$ cat src/rtl/repl_steer_pkg.sv
`timescale 1ns/1ps
package repl_steer_pkg;

    localparam int REG_W          = 32;
    localparam int NUM_GROUPS     = 4;
    localparam int INST_PER_GROUP = 4;
    localparam int NUM_COPIES     = NUM_GROUPS * INST_PER_GROUP;
    localparam int GRP_W          = (NUM_GROUPS > 1) ? $clog2(NUM_GROUPS) : 1;
    localparam int INST_W         = (INST_PER_GROUP > 1) ? $clog2(INST_PER_GROUP) : 1;
    localparam int CIDX_W         = (NUM_COPIES > 1) ? $clog2(NUM_COPIES) : 1;

    // Selector field placement (software-visible layout)
    localparam int SEL_INST_LSB  = 0;
    localparam int SEL_GRP_LSB   = 8;
    localparam int SEL_MCAST_BIT = 31;

    typedef logic [REG_W-1:0]      word_t;
    typedef logic [NUM_COPIES-1:0] copy_mask_t;
    typedef logic [CIDX_W-1:0]     copy_idx_t;

    typedef struct packed {
        logic              mcast;
        logic [GRP_W-1:0]  grp;
        logic [INST_W-1:0] inst;
    } steer_sel_t;

    typedef enum logic [2:0] {
        ACC_IDLE,
        ACC_SEL_WR,
        ACC_SEL_RD,
        ACC_DATA_WR,
        ACC_DATA_RD,
        ACC_VOID_WR,
        ACC_VOID_RD
    } acc_kind_t;

    localparam steer_sel_t SEL_RESET = '{mcast: 1'b1, grp: '0, inst: '0};

    function automatic copy_idx_t copy_index(steer_sel_t s);
        copy_idx_t g;
        copy_idx_t i;
        g = copy_idx_t'(s.grp);
        i = copy_idx_t'(s.inst);
        return copy_idx_t'(g * copy_idx_t'(INST_PER_GROUP)) + i;
    endfunction

    function automatic steer_sel_t word_to_sel(word_t w);
        steer_sel_t s;
        s.mcast = w[SEL_MCAST_BIT];
        s.grp   = w[SEL_GRP_LSB +: GRP_W];
        s.inst  = w[SEL_INST_LSB +: INST_W];
        return s;
    endfunction

    function automatic word_t sel_to_word(steer_sel_t s);
        word_t w;
        w = '0;
        w[SEL_MCAST_BIT]             = s.mcast;
        w[SEL_GRP_LSB +: GRP_W]      = s.grp;
        w[SEL_INST_LSB +: INST_W]    = s.inst;
        return w;
    endfunction

    function automatic word_t sel_field_mask();
        word_t w;
        w = '0;
        w[SEL_MCAST_BIT]          = 1'b1;
        w[SEL_GRP_LSB +: GRP_W]   = '1;
        w[SEL_INST_LSB +: INST_W] = '1;
        return w;
    endfunction

endpackage

$ cat src/rtl/repl_access_decode.sv
`timescale 1ns/1ps
module repl_access_decode
    import repl_steer_pkg::*;
#(
    parameter int                ADDR_W      = 8,
    parameter logic [ADDR_W-1:0] SEL_OFFSET  = 'h00,
    parameter logic [ADDR_W-1:0] DATA_OFFSET = 'h04
) (
    input  logic              req_valid,
    input  logic              req_write,
    input  logic [ADDR_W-1:0] req_addr,
    output acc_kind_t         kind
);

    always_comb begin
        kind = ACC_IDLE;
        if (req_valid) begin
            if (req_addr == SEL_OFFSET) begin
                kind = req_write ? ACC_SEL_WR : ACC_SEL_RD;
            end else if (req_addr == DATA_OFFSET) begin
                kind = req_write ? ACC_DATA_WR : ACC_DATA_RD;
            end else begin
                kind = req_write ? ACC_VOID_WR : ACC_VOID_RD;
            end
        end
    end

endmodule

$ cat src/rtl/repl_steer_sel.sv
`timescale 1ns/1ps
module repl_steer_sel
    import repl_steer_pkg::*;
(
    input  logic       clk,
    input  logic       rst,
    input  logic       sel_wr,
    input  word_t      wdata,
    input  copy_mask_t avail,
    output steer_sel_t sel,
    output copy_idx_t  tgt_idx,
    output logic       tgt_present
);

    always_ff @(posedge clk) begin
        if (rst) begin
            sel <= SEL_RESET;
        end else if (sel_wr) begin
            sel <= word_to_sel(wdata);
        end
    end

    always_comb begin
        tgt_idx     = copy_index(sel);
        tgt_present = avail[tgt_idx];
    end

endmodule

$ cat src/rtl/repl_copy_bank.sv
`timescale 1ns/1ps
module repl_copy_bank
    import repl_steer_pkg::*;
(
    input  logic                              clk,
    input  logic                              rst,
    input  logic                              data_wr,
    input  logic                              mcast,
    input  copy_idx_t                         tgt_idx,
    input  copy_mask_t                        avail,
    input  word_t                             wdata,
    output logic [NUM_COPIES-1:0][REG_W-1:0]  copies
);

    for (genvar c = 0; c < NUM_COPIES; c++) begin : g_copy
        logic wen;

        // A copy takes the write only when present and either broadcast
        // or explicitly selected.
        always_comb begin
            wen = data_wr && avail[c] && (mcast || (tgt_idx == copy_idx_t'(c)));
        end

        always_ff @(posedge clk) begin
            if (rst) begin
                copies[c] <= '0;
            end else if (wen) begin
                copies[c] <= wdata;
            end
        end
    end

endmodule

$ cat src/rtl/repl_read_path.sv
`timescale 1ns/1ps
module repl_read_path
    import repl_steer_pkg::*;
(
    input  logic                              clk,
    input  logic                              rst,
    input  acc_kind_t                         kind,
    input  steer_sel_t                        sel,
    input  copy_idx_t                         tgt_idx,
    input  logic                              tgt_present,
    input  logic [NUM_COPIES-1:0][REG_W-1:0]  copies,
    output logic                              rsp_valid,
    output word_t                             rsp_rdata
);

    word_t rdata_nxt;
    logic  is_read;

    always_comb begin
        is_read = (kind == ACC_SEL_RD) || (kind == ACC_DATA_RD) || (kind == ACC_VOID_RD);
        unique case (kind)
            ACC_SEL_RD:  rdata_nxt = sel_to_word(sel);
            ACC_DATA_RD: rdata_nxt = tgt_present ? copies[tgt_idx] : '0;
            default:     rdata_nxt = '0;
        endcase
    end

    always_ff @(posedge clk) begin
        if (rst) begin
            rsp_valid <= 1'b0;
            rsp_rdata <= '0;
        end else begin
            rsp_valid <= is_read;
            rsp_rdata <= rdata_nxt;
        end
    end

endmodule

$ cat src/rtl/repl_steer_fabric.sv
`timescale 1ns/1ps
module repl_steer_fabric
    import repl_steer_pkg::*;
#(
    parameter int                ADDR_W      = 8,
    parameter logic [ADDR_W-1:0] SEL_OFFSET  = 'h00,
    parameter logic [ADDR_W-1:0] DATA_OFFSET = 'h04
) (
    input  logic                  clk,
    input  logic                  rst,
    input  logic                  req_valid,
    input  logic                  req_write,
    input  logic [ADDR_W-1:0]     req_addr,
    input  logic [REG_W-1:0]      req_wdata,
    input  logic [NUM_COPIES-1:0] avail_mask,
    output logic                  rsp_valid,
    output logic [REG_W-1:0]      rsp_rdata
);

    acc_kind_t                        kind;
    steer_sel_t                       sel_q;
    copy_idx_t                        tgt_idx;
    logic                             tgt_present;
    logic [NUM_COPIES-1:0][REG_W-1:0] copy_q;

    repl_access_decode #(
        .ADDR_W      (ADDR_W),
        .SEL_OFFSET  (SEL_OFFSET),
        .DATA_OFFSET (DATA_OFFSET)
    ) u_decode (
        .req_valid (req_valid),
        .req_write (req_write),
        .req_addr  (req_addr),
        .kind      (kind)
    );

    repl_steer_sel u_sel (
        .clk         (clk),
        .rst         (rst),
        .sel_wr      (kind == ACC_SEL_WR),
        .wdata       (req_wdata),
        .avail       (avail_mask),
        .sel         (sel_q),
        .tgt_idx     (tgt_idx),
        .tgt_present (tgt_present)
    );

    repl_copy_bank u_bank (
        .clk     (clk),
        .rst     (rst),
        .data_wr (kind == ACC_DATA_WR),
        .mcast   (sel_q.mcast),
        .tgt_idx (tgt_idx),
        .avail   (avail_mask),
        .wdata   (req_wdata),
        .copies  (copy_q)
    );

    repl_read_path u_read (
        .clk         (clk),
        .rst         (rst),
        .kind        (kind),
        .sel         (sel_q),
        .tgt_idx     (tgt_idx),
        .tgt_present (tgt_present),
        .copies      (copy_q),
        .rsp_valid   (rsp_valid),
        .rsp_rdata   (rsp_rdata)
    );

endmodule

$ cat config.mk
export PLATFORM = sky130hd
export DESIGN_NAME = repl_steer_fabric
export DESIGN_NICKNAME = d
export VERILOG_FILES = /design/src/rtl/repl_steer_pkg.sv /design/src/rtl/repl_access_decode.sv /design/src/rtl/repl_steer_sel.sv /design/src/rtl/repl_copy_bank.sv /design/src/rtl/repl_read_path.sv /design/src/rtl/repl_steer_fabric.sv
export SDC_FILE = /design/constraint.sdc
export NUM_CORES = 1
export LEC_CHECK = 0
export ABC_AREA = 0
export BUFFER_PORTS_ARGS = -buffer_cell sky130_fd_sc_hd__buf_2
export CAP_MARGIN = 20
export CORE_ASPECT_RATIO = 1.2
export CORE_MARGIN = 10
export CORE_UTILIZATION = 25
export DETAILED_ROUTE_END_ITERATION = 7
export GPL_TIMING_DRIVEN = 0
export HOLD_SLACK_MARGIN = 0.05
export PLACE_DENSITY = 0.48
export SYNTH_ARGS = -nofsm -noshare
export SYNTH_HDL_FRONTEND = slang
export SYNTH_HIERARCHICAL = 1
export SYNTH_SLANG_ARGS = --single-unit
$ cat constraint.sdc
create_clock -name clk -period 3.9 [get_ports clk]
set_input_delay 0.585 -clock clk [delete_from_list [all_inputs] [get_ports clk]]
set_output_delay 0.585 -clock clk [all_outputs]
set_load 0.005 [all_outputs]
==> results.json <==
{
  "drt-wirelength-per-cell_um": 24.9,
  "synth_top_family_by_area": "multiplexers",
  "crit_path_start_kind": "input pin",
  "yosysSeqAreaShare_pct": 43.3,
  "dr.pass1.iters": 5,
  "r2r-start": "u_sel/sel[0]",
  "p_leak_uw": 0.0133,
  "grt_first_pass_wirelength_um": 131000,
  "yosys.area_share.simple_pct": 14.7,
  "syn_area_per_cell_sq_um": 11.9,
  "rows": 128,
  "postRouteAntennaNets": 0,
  "synth_mux_area_share_pct": 34.7,
  "tightestPinTransition_ps": 1200,
  "finalHoldViolCount": 0,
  "htreeDepth": 2,
  "dp_hpwl_um": 62400,
  "drt_first_iter_violations": 1208,
  "grt_overflow_total": 0,
  "cts_num_sinks": 550,
  "antenna_found_initial": 12,
  "yosys_warnings": 6,
  "cp_num_buf_inv": 3,
  "dieWidth_um": 311,
  "crit_type": "input pin to flip-flop",
  "ir_drop_mv": 0.301,
  "total_power_uw": 12100,
  "synthDistinctLibCells": 39,
  "synth-compound-area-share_pct": 2.23,
  "area.growth.synth_to_final_pct": 16.2,
  "cts_tree": "built",
  "hold_class": "input pin to flip-flop",
  "die_area_sq_mm": 0.115,
  "core-area_sq_mm": 0.101,
  "skew_ps": 36.3,
  "fill_cells": 10500,
  "worst_ep_required_time_ps": 4410,
  "hold_depth": 2,
  "setup_violations": 0,
  "maxSlewHeadroom_pct": 19.9,
  "cts_buffer_depth": 3,
  "setup_ws_ps": 50.9,
  "max_freq_ghz": 0.260,
  "cts_root_buffer": "clkbuf_16",
  "gp_congestion": 0.831,
  "start_util_pct": 25.1,
  "slew_violations": 0,
  "synth_area_sq_mm": 0.0254,
  "maxCapViolCount": 0,
  "clkTransAtPathRegs_ps": 60,
  "first_global_vias": 18400,
  "r2r.worst_path.cells": 8,
  "final.min_clock_period_ps": 3850,
  "pin_count": 93,
  "via_per_inst": 4.69,
  "ys_seq_elements": 550,
  "synthXorXnorAreaFrac_pct": 0,
  "r2r_slack_ps": 320,
  "place_ws_ps": -681,
  "drive_above_1_share_pct": 18.2,
  "critPathCaptureType": "flip-flop",
  "grt_start_max_net_pins": 16,
  "totalWireLength_um": 92200,
  "min_period_over_period_pct": 98.7,
  "synth_cells": 2144,
  "io_buffers": 92,
  "dieHeight_um": 369,
  "path_cells": "buf_2 > or4_4 > nor4_1 > ha_1 > o21ai_1 > o311a_1 > nor4b_1 > nand3_1 > clkdlybuf4s15_1 > buf_2 > o22ai_1",
  "cpMaxStageDelayCell": "clkdlybuf4s15_1",
  "arrival_ps": 4360,
  "crit_fanout": 10,
  "syn_nets": 2205,
  "track_usage_pct": 15.6,
  "rsz0062_at_grt": "no",
  "drc": 0,
  "status": "finished, final reports clean",
  "power_density_mw_per_mm2": 408,
  "yosys.area_share.adder_pct": 0.0492,
  "cts-buffers-inserted": 58,
  "r2r-end": "u_read/rsp_rdata[4]",
  "num_vias": 17400,
  "max_stage_delay_ps": 720,
  "most-common-layout-cells": "583 x mux2i_1, 550 x dfxtp_1, 545 x nand2b_1",
  "final_nets": 2362,
  "layout.cells.most_common": "mux2i_1",
  "whs_endpoint": "u_sel/sel[4]",
  "worstSkewPairLatency_ps": 660,
  "critical-path-top-delay-family": "simple AND/OR/NAND/NOR gates",
  "min-delay-start": "req_wdata[31]",
  "crit_top_cell": "buf_2"
}
==> synth_stat cells (all sizes together) <==
cell type	n	area share (%)
or4	2	0.074
nand3b	1	0.030
nor4	1	0.025
clkbuf	139	2.1
inv	1	0.015
dfxtp	550	43
nor4b	2	0.069
and2b	1	0.030
nor2b	2	0.049
a31oi	11	0.82
o311a	1	0.039
and2	1	0.025
a41oi	4	0.43
and3	16	0.39
nor3b	3	0.15
nand2b	545	13
and4bb	1	0.049
nor3	1	0.020
and3b	3	0.10
buf	90	3.0
o21ai	1	0.020
nor2	17	0.26
o22ai	27	0.66
mux2i	583	23
mux4	132	12
a211o	6	0.21
ha	1	0.049
nand3	1	0.020
o211ai	1	0.049
==> how the worst max path moves through the flow <==
stage / startpoint / end / slack, ps / cells past startpoint
floorplan: req_addr[5] / u_bank/copies[10] / 630 / 11
global placement: req_addr[5] / u_read/rsp_rdata[13] / -680 / 11
detailed placement: req_addr[5] / u_read/rsp_rdata[12] / -680 / 11
CTS: req_addr[5] / u_read/rsp_rdata[13] / 3 / 11
global route: req_addr[5] / u_read/rsp_rdata[4] / 20 / 11
finish: req_addr[5] / u_read/rsp_rdata[4] / 50 / 11
==> worst reg2reg max path, cell delays in order (launching register included) <==
cell             delay, ps
dfxtp_1                380
clkbuf_2               240
mux4_1                 630
mux2i_1                170
mux2i_1                110
nand3_1                320
clkdlybuf4s15_1        790
buf_2                  520
o22ai_1                260
==> metal layers <==
| layer | global-route usage (%) | up-vias | routed length (um) | part of all wire (%) |
|---|---|---|---|---|
| met5 | 0 | - | 0 | 0 |
| met3 | 3.15 | 146 | 5570 | 6.0 |
| met1 | 19.4 | 8930 | 39400 | 43 |
| li1 | - | 7769 | - | - |
| met2 | 26.6 | 540 | 44300 | 48 |
| met4 | 5.17 | 0 | 2890 | 3.1 |
==> metrics by stage <==
stage / hold slack (ps) / std cells / setup TNS (ps) / util, % / instance area, sq um
CTS: 262 / 3704 / 0 / 29.2 / 29500
global placement: 457 / 3601 / -12140 / 27.3 / 27600
detailed placement: 463 / 3605 / -13040 / 27.3 / 27700
floorplan: 449 / 2144 / 0 / - / 25400
finish: 301 / 3706 / 0 / 29.2 / 29600
global route: 289 / 3705 / 0 / 29.2 / 29600
==> state kept, by name, summed over array words and instances (netlist names) <==
| name | flops |
|---|---|
| u_sel/sel | 5 |
| u_read/rsp_valid | 1 |
| u_read/rsp_rdata | 32 |
| u_bank/copies | 512 |
==> final cells by class <==
cell class / instances / area [sq um] / share of cell area (%)
tap: 1365 / 1710 / 5.78
inverter: 1 / 3.75 / 0.0127
clock inverter: 18 / 214 / 0.724
timing repair buffer: 97 / 539 / 1.82
clock buffer: 81 / 1660 / 5.61
multi-input combinational: 1364 / 13100 / 44.4
sequential: 550 / 11000 / 37.2
buffer: 229 / 1290 / 4.36
antenna: 1 / 2.50 / 0.00846
==> timing repair <==
action / 4_1_cts / 5_1_grt
setup buffers: 0 / 0
resized for setup: 0 / 5
hold buffers: 0 / 0
setup endpoints to repair: 0 / 10
==> power breakdown <==
part           leakage [uW]  total [uW]  switching (uW)  internal, uW
Sequential          0.00443        5690            24.7          5660
Combinational       0.00795         773             494           279
Clock              0.000923        5600            2390          3210
==> cells by family (layout without fill, tap and decap cells) <==
logic type      Yosys count  in the layout
other cells               0              1
buf+inv                 230            426
mux                     715            715
simple gates            597            597
fa+ha+maj                 1              1
compound gates           51             51
flops                   550            550
Note: power is estimated with default switching activity, not from simulation.
